<file path="src/rtl/dms_pkg.sv">
package dms_pkg;

   typedef enum logic [1:0] {
      ST_OFF = 2'd0,
      ST_WIN = 2'd1,
      ST_PWM = 2'd2,
      ST_SER = 2'd3
   } dms_state_t;

   function automatic int unsigned cnt_width(input int unsigned max_val);
      return (max_val < 2) ? 1 : $clog2(max_val + 1);
   endfunction

endpackage

</file>
<file path="src/rtl/dms_pin_sync.sv">
module dms_pin_sync #(
   parameter int unsigned STAGES = 2
) (
   input  logic clk,
   input  logic rst_n,
   input  logic pin_in,
   output logic pin_s,
   output logic rise
);

   logic [STAGES-1:0] chain;
   logic              pin_d;

   generate
      if (STAGES == 1) begin : g_single
         always_ff @(posedge clk or negedge rst_n) begin
            if (!rst_n) chain <= '0;
            else        chain <= pin_in;
         end
      end else begin : g_multi
         always_ff @(posedge clk or negedge rst_n) begin
            if (!rst_n) chain <= '0;
            else        chain <= {chain[STAGES-2:0], pin_in};
         end
      end
   endgenerate

   assign pin_s = chain[STAGES-1];

   always_ff @(posedge clk or negedge rst_n) begin
      if (!rst_n) pin_d <= 1'b0;
      else        pin_d <= pin_s;
   end

   assign rise = pin_s & ~pin_d;

endmodule

</file>
<file path="src/rtl/dms_tick_cnt.sv">
module dms_tick_cnt #(
   parameter int unsigned MAX_COUNT = 1000,
   parameter int unsigned CW        = 10
) (
   input  logic          clk,
   input  logic          rst_n,
   input  logic          clr,
   input  logic          inc,
   output logic [CW-1:0] count
);

   localparam logic [CW-1:0] TOP = CW'(MAX_COUNT);

   always_ff @(posedge clk or negedge rst_n) begin
      if (!rst_n)                   count <= '0;
      else if (clr)                 count <= '0;
      else if (inc && count != TOP) count <= count + 1'b1;
   end

endmodule

</file>
<file path="src/rtl/dms_mode_fsm.sv">
module dms_mode_fsm
   import dms_pkg::*;
#(
   parameter int unsigned DELAY_TICKS = 100,
   parameter int unsigned DET_TICKS   = 260,
   parameter int unsigned WIN_TICKS   = 1000,
   parameter int unsigned SHDN_TICKS  = 2500,
   parameter int unsigned WIN_W       = 10,
   parameter int unsigned LOW_W       = 9,
   parameter int unsigned SD_W        = 12
) (
   input  logic             clk,
   input  logic             rst_n,
   input  logic             tick,
   input  logic             pin_s,
   input  logic             rise,
   input  logic             ack_hold,
   input  logic [WIN_W-1:0] win_cnt,
   input  logic [LOW_W-1:0] low_cnt,
   input  logic [SD_W-1:0]  sd_cnt,
   output logic             win_clr,
   output logic             win_inc,
   output logic             low_clr,
   output logic             low_inc,
   output logic             sd_clr,
   output logic             sd_inc,
   output dms_state_t       state
);

   localparam logic [WIN_W-1:0] DELAY_V = WIN_W'(DELAY_TICKS);
   localparam logic [WIN_W-1:0] WLAST_V = WIN_W'(WIN_TICKS - 1);
   localparam logic [LOW_W-1:0] DET_V   = LOW_W'(DET_TICKS);
   localparam logic [SD_W-1:0]  SHDN_V  = SD_W'(SHDN_TICKS);

   dms_state_t state_nx;
   logic       in_win;
   logic       delay_done;
   logic       det_hit;
   logic       win_end;
   logic       sd_hit;
   logic       ack_mask;

   assign in_win     = (state == ST_WIN);
   assign delay_done = (win_cnt >= DELAY_V);
   assign ack_mask   = (state == ST_SER) && ack_hold;

   // Window timer runs only inside the detection window.
   assign win_clr = !in_win;
   assign win_inc = tick && in_win;
   assign win_end = win_inc && (win_cnt == WLAST_V);

   // The selection low only counts once the hold-off has elapsed.
   assign low_clr = pin_s || !in_win;
   assign low_inc = tick && !pin_s && delay_done;
   assign det_hit = low_inc && in_win && (low_cnt == DET_V);

   // The shutdown low counts in every powered state, except during an acknowledge pull-down.
   assign sd_clr = pin_s || (state == ST_OFF);
   assign sd_inc = tick && !pin_s && !ack_mask;
   assign sd_hit = sd_inc && (state != ST_OFF) && (sd_cnt == SHDN_V);

   always_comb begin
      state_nx = state;
      unique case (state)
         ST_OFF: if (rise) state_nx = ST_WIN;
         ST_WIN: begin
            if (sd_hit)       state_nx = ST_OFF;
            else if (det_hit) state_nx = ST_SER;
            else if (win_end) state_nx = ST_PWM;
         end
         ST_PWM: if (sd_hit) state_nx = ST_OFF;
         ST_SER: if (sd_hit) state_nx = ST_OFF;
         default: state_nx = ST_OFF;
      endcase
   end

   always_ff @(posedge clk or negedge rst_n) begin
      if (!rst_n) state <= ST_OFF;
      else        state <= state_nx;
   end

endmodule

</file>
<file path="src/rtl/dim_mode_sel.sv">
module dim_mode_sel
   import dms_pkg::*;
#(
   parameter int unsigned SYNC_STAGES = 2,
   parameter int unsigned DELAY_TICKS = 100,
   parameter int unsigned DET_TICKS   = 260,
   parameter int unsigned WIN_TICKS   = 1000,
   parameter int unsigned SHDN_TICKS  = 2500
) (
   input  logic clk,
   input  logic rst_n,
   input  logic tick,
   input  logic pin_raw,
   input  logic ack_hold,
   output logic enable,
   output logic mode_serial,
   output logic mode_locked
);

   localparam int unsigned WIN_W = cnt_width(WIN_TICKS);
   localparam int unsigned LOW_W = cnt_width(DET_TICKS);
   localparam int unsigned SD_W  = cnt_width(SHDN_TICKS);

   generate
      if (SYNC_STAGES < 1)
         $error("dim_mode_sel: SYNC_STAGES must be at least 1");
      if (WIN_TICKS < 2)
         $error("dim_mode_sel: WIN_TICKS must be at least 2");
      if (DELAY_TICKS >= WIN_TICKS)
         $error("dim_mode_sel: hold-off must end inside the window");
      if (DELAY_TICKS + DET_TICKS >= WIN_TICKS)
         $error("dim_mode_sel: a selection low must fit inside the window");
      if (SHDN_TICKS <= DET_TICKS)
         $error("dim_mode_sel: shutdown low must exceed the selection low");
   endgenerate

   logic             pin_s;
   logic             rise;
   logic             win_clr, win_inc;
   logic             low_clr, low_inc;
   logic             sd_clr, sd_inc;
   logic [WIN_W-1:0] win_cnt;
   logic [LOW_W-1:0] low_cnt;
   logic [SD_W-1:0]  sd_cnt;
   dms_state_t       state;

   dms_pin_sync #(.STAGES(SYNC_STAGES)) u_sync (
      .clk    (clk),
      .rst_n  (rst_n),
      .pin_in (pin_raw),
      .pin_s  (pin_s),
      .rise   (rise)
   );

   dms_tick_cnt #(.MAX_COUNT(WIN_TICKS), .CW(WIN_W)) u_win_cnt (
      .clk   (clk),
      .rst_n (rst_n),
      .clr   (win_clr),
      .inc   (win_inc),
      .count (win_cnt)
   );

   dms_tick_cnt #(.MAX_COUNT(DET_TICKS), .CW(LOW_W)) u_low_cnt (
      .clk   (clk),
      .rst_n (rst_n),
      .clr   (low_clr),
      .inc   (low_inc),
      .count (low_cnt)
   );

   dms_tick_cnt #(.MAX_COUNT(SHDN_TICKS), .CW(SD_W)) u_sd_cnt (
      .clk   (clk),
      .rst_n (rst_n),
      .clr   (sd_clr),
      .inc   (sd_inc),
      .count (sd_cnt)
   );

   dms_mode_fsm #(
      .DELAY_TICKS (DELAY_TICKS),
      .DET_TICKS   (DET_TICKS),
      .WIN_TICKS   (WIN_TICKS),
      .SHDN_TICKS  (SHDN_TICKS),
      .WIN_W       (WIN_W),
      .LOW_W       (LOW_W),
      .SD_W        (SD_W)
   ) u_fsm (
      .clk      (clk),
      .rst_n    (rst_n),
      .tick     (tick),
      .pin_s    (pin_s),
      .rise     (rise),
      .ack_hold (ack_hold),
      .win_cnt  (win_cnt),
      .low_cnt  (low_cnt),
      .sd_cnt   (sd_cnt),
      .win_clr  (win_clr),
      .win_inc  (win_inc),
      .low_clr  (low_clr),
      .low_inc  (low_inc),
      .sd_clr   (sd_clr),
      .sd_inc   (sd_inc),
      .state    (state)
   );

   assign enable      = (state != ST_OFF);
   assign mode_serial = (state == ST_SER);
   assign mode_locked = (state == ST_SER) || (state == ST_PWM);

endmodule

</file>
<file path="config.mk">
export PLATFORM = sky130hd
export DESIGN_NAME = dim_mode_sel
export DESIGN_NICKNAME = d
export VERILOG_FILES = /design/src/rtl/dms_pkg.sv /design/src/rtl/dms_pin_sync.sv /design/src/rtl/dms_tick_cnt.sv /design/src/rtl/dms_mode_fsm.sv /design/src/rtl/dim_mode_sel.sv
export SDC_FILE = /design/constraint.sdc
export NUM_CORES = 1
export LEC_CHECK = 0
export ABC_AREA = 0
export BUFFER_PORTS_ARGS = -buffer_cell sky130_fd_sc_hd__buf_2
export CAP_MARGIN = 20
export CORE_ASPECT_RATIO = 1.4
export CORE_UTILIZATION = 35
export DETAILED_ROUTE_END_ITERATION = 7
export PLACE_DENSITY_LB_ADDON = 0.05
export SETUP_SLACK_MARGIN = 0.2
export SLEW_MARGIN = 20
export SYNTH_ARGS = -nofsm -noshare
export SYNTH_HDL_FRONTEND = slang
export SYNTH_HIERARCHICAL = 1
export SYNTH_SLANG_ARGS = --single-unit
</file>
<file path="constraint.sdc">
create_clock -name clk -period 2 [get_ports clk]
set_input_delay 0.3 -clock clk [delete_from_list [all_inputs] [get_ports clk]]
set_output_delay 0.3 -clock clk [all_outputs]
set_load 0.05 [all_outputs]
</file>
==> run metrics, run 1 <==
status finished clean; Max-Slew Margin vs Limit about three quarters; placed cells 306; clk sinks 36; layout cell share with drive strength beyond 1 about 30%; Synth Area in Compound Gates around an eighth; startpoint types flip-flop; crit end category flip-flop; area grow syn2layout 21.6%; Max VDD drop between 0.2 and 0.3 mV; largest net degree at the start of global routing 18; Antenna diodes 0; min-delay worst type primary input to flip-flop; fin cells 330; CTS root buf clkbuf_8; YS warnings 6; Post-Syn Nets ~230; Post-Synth XOR/XNOR Area under 10%; HPWL Detailed roughly 3.5 mm; Hold Fails Final Rpt 0; antenna-violating nets left 0; main combinational cell family by area after synthesis simple AND/OR/NAND/NOR gates; met1 Usage GRT between 20% and 30%; drt initial violations 83; GR Util All Layers between 15 and 20%; M2 GR Usage 27.9%; CP max FO 6; Clk pin slew, worst setup/hold paths about 0.070 ns; total gr overflow 0; CTS tree done; worst endpoint required time between 2 and 2.5 ns; fmax about 540 MHz; CTS H-Tree Depth 2; top-area cell type share of the netlist area between 40 and 50%; die width a little under 70 um; Synth Cell Area 2170 um2; Power per Cell Area between 600 and 700 nW/um2; Area contributors post-synth dfrtp_1, a21oi_1, xor2_1; Die Height approximately 95 um; routability cong. approximately 0.8; Skew-Pair Late Insertion Delay between 0.2 and 0.3 ns; minimum clock period 1.85 ns; Simple-Gate Fraction of Synth Area ~33%; first-pass GRT wire length 8.14 mm; met3 Use GR 3.71%; Synth Area in Adders 3.45%; Die ar. about 6500 um2; initial antenna violation count 0; Leakage Power around 1.1 nW; WL per Instance ~15 um; clock skew around 0.0049 ns; Synth Instances between 200 and 250; CTS buffer count 5; Final Cell Area ~2600 um2; measured slew at the worst slew-check pin 0.390 ns; Crit Path Category flip-flop to flip-flop; RSZ-0062 raised after global routing yes; vias in the first global route 1,750; global-route layer with the greatest usage met2; mux contribution to synthesized area 1.61%; syn_area_per_cell between 9 and 10 um2; number of top-level pins 8; Seq/Total Area, Yosys approximately two fifths; detailed-router iteration count before antenna repair 4; Initial Utilization a little under two fifths; Post-Place Cell Area 2360 um2; Placeable Area just under 6000 um2; synth unique cells 51; Total Wirelength ~5 mm; Max Cap Viol 0; fillers just under 600; Pins Over Slew Limit 0; clk buf depth 2; via density per instance 5.48; critical path data arrival time just over 2 ns; vias approximately 1,800; period utilization around 93%; Rows 33; DRC viols 0; area leader, netlist dfrtp_1; Setup TNS Final 0 ns; final net count 270; Port-buffer cells 7; Yosys reg bits 36; Final Setup Violations 0
==> worst max-delay path, cell delays in order (launching register included) <==
cell	delay, ns
dfrtp_1	0.40
inv_2	0.08
ha_4	0.11
or4b_4	0.46
o41ai_4	0.25
buf_6	0.18
mux2i_1	0.19
nor2_1	0.06
==> final timing paths <==
check                                  startpoint                  to  slack [ns]  depth (start not counted)
worst min-delay path                      pin_raw     u_sync/chain[0]        0.12                          1
max in group asynchronous                   rst_n   u_sd_cnt/count[2]        1.02                          3
min in group asynchronous                   rst_n  u_win_cnt/count[0]        0.46                          2
worst min register to register    u_sync/chain[0]     u_sync/chain[1]        0.39                          0
worst max register to register  u_sd_cnt/count[0]   u_sd_cnt/count[1]        0.15                          7
worst max-delay path            u_sd_cnt/count[0]   u_sd_cnt/count[1]        0.15                          7
==> logic make-up (layout without fill, tap and decap cells) <==
family,Yosys count,in the layout
adder cells (fa/ha/maj),6,6
XOR/XNOR,11,11
AO/OA/AOI/OAI,42,42
AND/OR/NAND/NOR,107,107
flip-flops,36,36
buffers and inverters,17,55
multiplexers,3,3
==> cell usage in the layout, fill, tap and decap left out, drive strengths merged, types with 3 or more instances in the layout <==
cell	Yosys	routed
buf	1	33
o31ai	4	4
clkbuf	3	5
inv	13	13
xor2	10	10
o21ai	9	9
nand3	9	9
and2	3	3
dfrtp	36	36
nor3	3	3
or2	3	3
a21oi	18	18
and4	5	5
clkinv	0	3
or4	5	5
nand2b	5	5
nor2b	4	4
nor2	18	18
ha	6	6
nand2	11	11
nand4bb	3	3
nand4	11	11
a31oi	3	3
or3	11	11
==> registers in the layout, indices dropped and copies added (netlist names) <==
signal	flops
u_sd_cnt/count	12
u_win_cnt/count	10
u_low_cnt/count	9
u_fsm/state	2
u_sync/chain	2
u_sync/pin_d	1
==> area by class of cell <==
| cell class | instances | area [um2] | share of cell area [%] |
|---|---|---|---|
| multi-input cells | 169 | 1270 | 48.0 |
| flip-flops and latches | 36 | 907 | 34.3 |
| repair buffers | 34 | 244 | 9.23 |
| well taps | 70 | 87.6 | 3.31 |
| clock buffers | 5 | 68.8 | 2.60 |
| inverters | 13 | 48.8 | 1.85 |
| clock inverters | 3 | 18.8 | 0.710 |
==> synth_stat cells (all sizes together) <==
| master | count |
|---|---|
| a21oi | 18 |
| a311o | 1 |
| a31oi | 3 |
| a32o | 2 |
| and2 | 3 |
| and3 | 2 |
| and4 | 5 |
| and4bb | 1 |
| buf | 1 |
| clkbuf | 3 |
| dfrtp | 36 |
| ha | 6 |
| inv | 13 |
| mux2 | 1 |
| mux2i | 2 |
| nand2 | 11 |
| nand2b | 5 |
| nand3 | 9 |
| nand3b | 2 |
| nand4 | 11 |
| nand4b | 2 |
| nand4bb | 3 |
| nor2 | 18 |
| nor2b | 4 |
| nor3 | 3 |
| nor3b | 1 |
| nor4 | 1 |
| nor4b | 2 |
| o21ai | 9 |
| o21bai | 1 |
| o22a | 1 |
| o2bb2ai | 2 |
| o31ai | 4 |
| o41ai | 1 |
| or2 | 3 |
| or3 | 11 |
| or3b | 2 |
| or4 | 5 |
| or4b | 2 |
| or4bb | 1 |
| xnor2 | 1 |
| xor2 | 10 |
==> metrics by stage <==
stage | setup WS [ns] | total power, mW | hold slack [ns] | utilization [%]
global route | 0.0793 | 1.89 | 0.104 | 44.8
global placement | 0.155 | 1.23 | 0.243 | 40.0
finish | 0.146 | 1.77 | 0.118 | 44.8
floorplan | 0.219 | 1.11 | 0.00441 | -
detailed placement | 0.0565 | 1.25 | 0.247 | 40.0
CTS | 0.119 | 1.79 | 0.106 | 43.1
==> timing repair <==
item,4_1_cts,5_1_grt
hold endpoints to repair,15,0
endpoints found under the setup margin,9,14
resized for setup,6,17
buffers inserted,8,7
hold buffers,1,0
pin swaps,5,15
==> per-layer routing <==
metal  vias up  share of wire [%]
met1       885                 46
met2        21                 50
met3         6                2.9
met5         -                  0
li1        896                  -
met4         0                1.3
==> where the power goes <==
| part | total [mW] | internal [mW] | leakage (nW) | switching, mW |
|---|---|---|---|---|
| clock | 0.510 | 0.243 | 0.0479 | 0.268 |
| combinational | 0.417 | 0.181 | 0.579 | 0.236 |
| sequential | 0.841 | 0.779 | 0.476 | 0.0620 |
No activity file was read; power rests on OpenSTA's default activity.
==> run 2: changes to the inputs <==
BUFFER_PORTS_ARGS = not set   (was -buffer_cell sky130_fd_sc_hd__buf_2)
DONT_BUFFER_PORTS = 1   (was not set)
==> run metrics, run 2 (synthesis gave the netlist of run 1 again) <==
RSZ-0062 raised after global routing yes (unchanged); Max VDD drop 0.255 mV (was 0.283 mV); antenna-violating nets left 0 (unchanged); area grow syn2layout 19.0% (was 21.6%); Max-Slew Margin vs Limit 68.7% (was 74.0%); hold path startpoint ack_hold (was pin_raw); most frequent cells in the layout dfrtp_1, buf_4, nor2_1, a21oi_1, nand2_1 (was dfrtp_1, buf_4, nor2_1); drt initial violations 74 (was 83); worst endpoint required time 2.18 ns (was 2.17 ns); highest routed layer met4 (unchanged); detailed-router iteration count before antenna repair 4 (unchanged); Max Cap Viol 0 (unchanged); Skew-Pair Late Insertion Delay 0.29 ns (was 0.28 ns); Power per Cell Area 698 nW/um2 (was 669 nW/um2); worst setup path start u_sd_cnt/count[4] (was u_sd_cnt/count[0]); overall power 1.81 mW (was 1.77 mW); Die Height 95.3 um (unchanged); DRC viols 0 (unchanged); GR Util All Layers 17.2% (was 16.7%); Clk pin slew, worst setup/hold paths 0.08 ns (was 0.07 ns); crit end category flip-flop (unchanged); Met1 Wirelength 2.29 mm (was 2.28 mm); vias in the first global route 1,775 (was 1,750); met2 routed WL 2.62 mm (was 2.50 mm); Initial Utilization 36.8% (unchanged); Rows 33 (unchanged); number of top-level pins 8 (unchanged); first-pass GRT wire length 8.39 mm (was 8.14 mm); period utilization 92.5% (was 92.7%); CTS tree done (unchanged); startpoint types flip-flop (unchanged); CTS buffer count 5 (unchanged); Antenna diodes 0 (unchanged); WL per Instance 16.0 um (was 15.1 um); Hold Fails Final Rpt 0 (unchanged); minimum clock period 1.85 ns (about the same); vias 1,821 (was 1,808); most common cell after layout, fill and taps aside dfrtp_1 (unchanged); routability cong. 0.770 (was 0.802); Leakage Power 1.06 nW (was 1.10 nW); HPWL Detailed 3.38 mm (was 3.48 mm); min-delay worst type primary input to flip-flop (unchanged); Crit Path Category flip-flop to flip-flop (unchanged); Top reg by flops u_sd_cnt/count (unchanged); clock skew 0.00794 ns (was 0.00492 ns); CP max FO 6 (unchanged); Largest register FFs 12 (unchanged); Total Wirelength 5.15 mm (was 4.99 mm); fillers 591 (was 581); clk sinks 36 (unchanged); Setup TNS Final 0 ns (unchanged); via density per instance 5.66 (was 5.48); initial antenna violation count 0 (unchanged); Final Setup Violations 0 (unchanged); measured slew at the worst slew-check pin 0.471 ns (was 0.390 ns); status finished clean (unchanged); critical path data arrival time 2.03 ns (was 2.02 ns); Pins Over Slew Limit 0 (unchanged); RR Startpoint u_sd_cnt/count[4] (was u_sd_cnt/count[0]); met3 WL post-DR 182 um (was 147 um); fmax 540 MHz (was 539 MHz); final net count 262 (was 270); Port-buffer cells 0 (was 7); Largest regs u_sd_cnt/count (12), u_win_cnt/count (10), u_low_cnt/count (9) (unchanged); CTS H-Tree Depth 2 (unchanged); CTS root buf clkbuf_8 (unchanged); Placeable Area 5900 um2 (unchanged); Die ar. 6540 um2 (unchanged); clk buf depth 2 (unchanged); largest net degree at the start of global routing 37 (was 18); die width 68.6 um (unchanged); layout cell share with drive strength beyond 1 25.0% (was 30.0%); total gr overflow 0 (unchanged)
==> run 2: report_power, final <==
part | total, mW | internal [mW] | switching, mW
Sequential | 0.841 | 0.778 | 0.0628
Combinational | 0.423 | 0.182 | 0.241
Clock | 0.542 | 0.247 | 0.295
Total | 1.81 | 1.21 | 0.599
==> run 2: through the flow <==
step                      area [um2]  setup slack [ns]  util, %  hold slack [ns]  instances
after global placement          2310             0.101     39.2          0.00516        297
after detailed placement        2310            0.0757     39.2          0.00519        297
after global routing            2590            0.0612     43.8            0.268        322
after CTS                       2540             0.106     43.0           0.0140        318
final                           2590             0.149     43.8            0.263        322
after floorplan                 2180             0.219        -          0.00441        222
==> run 2: path summary, 6_finish.rpt <==
| kind | endpoint | depth (start not counted) | slack, ns |
|---|---|---|---|
| max | u_sd_cnt/count[1] | 5 | 0.15 |
| min | u_fsm/state[1] | 3 | 0.26 |
| max reg2reg | u_sd_cnt/count[1] | 5 | 0.15 |
| min reg2reg | u_sync/chain[1] | 0 | 0.37 |
| max in group asynchronous | u_sd_cnt/count[4] | 2 | 1.32 |
| min in group asynchronous | u_win_cnt/count[2] | 2 | 0.47 |
==> run 2: cell type report <==
type	instances	area [um2]	share of cell area [%]
Tap cell	70	87.6	3.38
Sequential cell	36	903	34.9
Inverter	13	48.8	1.89
Clock buffer	5	68.8	2.66
Clock inverter	3	23.8	0.919
Multi-Input combinational cell	169	1240	48.0
Timing Repair Buffer	26	213	8.22
==> run 2: what timing repair did <==
item                                    4_1_cts  5_1_grt
cloned                                        0        0
endpoints found under the setup margin       14       16
endpoints found under the hold margin        36        1
setup buffers                                11        3
hold buffers                                  2        1
resized for setup                             7        4
pin swaps                                     8        7
==> run 2: worst max-delay path: stages (launching register included) <==
cell and delay, ns:
dfrtp_2 0.45, or3b_2 0.50, o41ai_4 0.34, buf_4 0.20, mux2i_1 0.20, nor2_1 0.06
==> run 2: layer usage <==
layer	vias up	GRT usage (%)
li1	879	-
met1	916	21.0
met2	20	29.4
met3	6	3.71
met4	0	5.21
met5	-	0
==> run 3: changes to the inputs <==
--- a/config.mk
+++ b/config.mk
@@ -6,5 +6,4 @@
 export NUM_CORES = 1
 export LEC_CHECK = 0
-export ABC_AREA = 0
 export CAP_MARGIN = 20
 export CORE_ASPECT_RATIO = 1.4
==> constraint.sdc (replaced) <==
create_clock -name clk -period 2 [get_ports clk]
set_input_delay 0 -clock clk [delete_from_list [all_inputs] [get_ports clk]]
set_output_delay 0 -clock clk [all_outputs]
set_load 0.05 [all_outputs]
==> run metrics, run 3 (synthesis gave the netlist of run 1 again) <==
via density per instance 5.63 (was 5.66); CTS root buf clkbuf_8 (unchanged); Antenna diodes 0 (unchanged); hold path depth 3 (unchanged); status finished clean (unchanged); Crit Path Category flip-flop to flip-flop (unchanged); initial antenna violation count 0 (unchanged); RR Startpoint u_sd_cnt/count[4] (unchanged); HPWL Detailed 3.38 mm (unchanged); area grow syn2layout 19.4% (was 19.0%); Total Wirelength 5.16 mm (was 5.15 mm); R2R cell count 5 (unchanged); measured slew at the worst slew-check pin 0.471 ns (about the same); r2r setup slk 0.15 ns (about the same); worst path bufs/invs 1 (unchanged); register area 903 um2 (unchanged); DRC viols 0 (unchanged); final net count 263 (was 262); Rows 33 (unchanged); most common cell after layout, fill and taps aside dfrtp_1 (unchanged); CTS H-Tree Depth 2 (unchanged); crit end category flip-flop (unchanged); routability cong. 0.770 (unchanged); Clk pin slew, worst setup/hold paths 0.08 ns (about the same); largest net degree at the start of global routing 37 (unchanged); Skew-Pair Late Insertion Delay 0.29 ns (about the same); hold path startpoint tick (was ack_hold); vias in the first global route 1,791 (was 1,775); critical path data arrival time 2.03 ns (about the same); Pins Over Slew Limit 0 (unchanged); worst endpoint required time 2.18 ns (about the same); reg-to-reg endpoint u_sd_cnt/count[1] (unchanged); Largest register FFs 12 (unchanged); Leakage Power 1.06 nW (about the same); clock skew 0.00781 ns (was 0.00794 ns); detailed-router iteration count before antenna repair 4 (unchanged); GR Util All Layers 17.3% (was 17.2%); area of the multi-input gates 1240 um2 (unchanged); Critical Path, Cell by Cell or3b_2 -> o41ai_4 -> buf_4 -> mux2i_1 -> nor2_1 (unchanged); fillers 589 (was 591); period utilization 92.5% (about the same); Worst path top cell family by delay simple AND/OR/NAND/NOR gates (unchanged); fmax 540 MHz (about the same); RSZ-0062 raised after global routing yes (unchanged); clk sinks 36 (unchanged); Largest regs u_sd_cnt/count (12), u_win_cnt/count (10), u_low_cnt/count (9) (unchanged); startpoint types flip-flop (unchanged); Max VDD drop 0.255 mV (about the same); first-pass GRT wire length 8.43 mm (was 8.39 mm); final hold slack 0.0390 ns (was 0.263 ns); number of top-level pins 8 (unchanged); Max-Slew Margin vs Limit 68.7% (about the same); Max Cap Viol 0 (unchanged); Port-buffer cells 0 (unchanged); CTS buffer count 5 (unchanged); crit path max-delay cell type or3b_2 (unchanged); min-delay worst type primary input to flip-flop (unchanged); Die ar. 6540 um2 (unchanged); Worst path max stage delay 0.50 ns (about the same); drt initial violations 79 (was 74); antenna-violating nets left 0 (unchanged); die width 68.6 um (unchanged); Hold Fails Final Rpt 0 (unchanged); WL per Instance 16.0 um (about the same); vias 1,817 (was 1,821); Final Setup Violations 0 (unchanged); layout cell share with drive strength beyond 1 24.9% (was 25.0%); total gr overflow 0 (unchanged); Die Height 95.3 um (unchanged); overall power 1.81 mW (about the same); most frequent cells in the layout dfrtp_1, buf_4, nor2_1, a21oi_1, nand2_1 (unchanged); Power per Cell Area 695 nW/um2 (was 698 nW/um2); CP max FO 6 (unchanged); Placeable Area 5900 um2 (unchanged); Worst Hold Endpoint u_fsm/state[1] (unchanged); Top reg by flops u_sd_cnt/count (unchanged); clk buf depth 2 (unchanged); minimum clock period 1.85 ns (about the same); Initial Utilization 36.8% (unchanged); CTS tree done (unchanged); Setup TNS Final 0 ns (unchanged)
==> run 3: changes by cell type in the layout (fill, tap and decap cells not counted), sizes merged <==
cell / delta
dlygate4sd3: +1
==> run 3: repair_timing <==
| action | in CTS | in global routing |
|---|---|---|
| hold endpoints to repair | 38 | 0 |
| gates cloned | 0 | 0 |
| setup buffers | 11 | 3 |
| pin swaps | 8 | 7 |
| setup endpoints to repair | 14 | 16 |
| gates resized for setup | 7 | 4 |
| hold buffers | 4 | 0 |
==> run 3: metrics by stage <==
stage	setup WS (ns)	instance area, um2	util [%]	std cells
finish	0.150	2600	44.0	323
global placement	0.101	2310	39.2	297
global route	0.0612	2600	44.0	323
floorplan	0.219	2180	-	222
detailed placement	0.0757	2310	39.2	297
CTS	0.106	2560	43.4	320
==> run 3: final cells by class <==
type | instances | area share [%]
repair buffers | 27 | 8.57
multi-input cells | 169 | 47.8
well taps | 70 | 3.37
inverters | 13 | 1.88
flip-flops and latches | 36 | 34.8
clock buffers | 5 | 2.65
clock inverters | 3 | 0.915
==> run 3: worst reg2reg max path, stage by stage (launching register included) <==
cell,delay [ns]
dfrtp_2,0.45
or3b_2,0.50
o41ai_4,0.34
buf_4,0.20
mux2i_1,0.20
nor2_1,0.06
==> run 3: worst max path at each step <==
stage,start,to,slack (ns),depth (start not counted)
2_1_floorplan,u_sd_cnt/count[0],u_sd_cnt/count[1],0.22,6
3_3_place_gp,u_sync/chain[1],u_low_cnt/count[5],0.10,6
3_5_place_dp,u_sd_cnt/count[0],u_sd_cnt/count[3],0.08,6
4_1_cts,u_sd_cnt/count[0],u_sd_cnt/count[1],0.11,7
5_1_grt,u_sd_cnt/count[1],u_sd_cnt/count[1],0.06,7
6_report,u_sd_cnt/count[4],u_sd_cnt/count[1],0.15,5
==> run 3: routing by layer <==
layer | up-vias | track usage, % | wire length [um]
met2 | 22 | 29.6 | 2620
met4 | 0 | 5.21 | 57
met3 | 6 | 3.71 | 176
li1 | 880 | - | -
met1 | 909 | 21.2 | 2310
met5 | - | 0 | 0
==> run 3: where the power goes <==
part | total, mW | switching, mW | internal [mW]
logic | 0.424 | 0.241 | 0.183
registers | 0.840 | 0.0627 | 0.778
clock network | 0.542 | 0.295 | 0.247
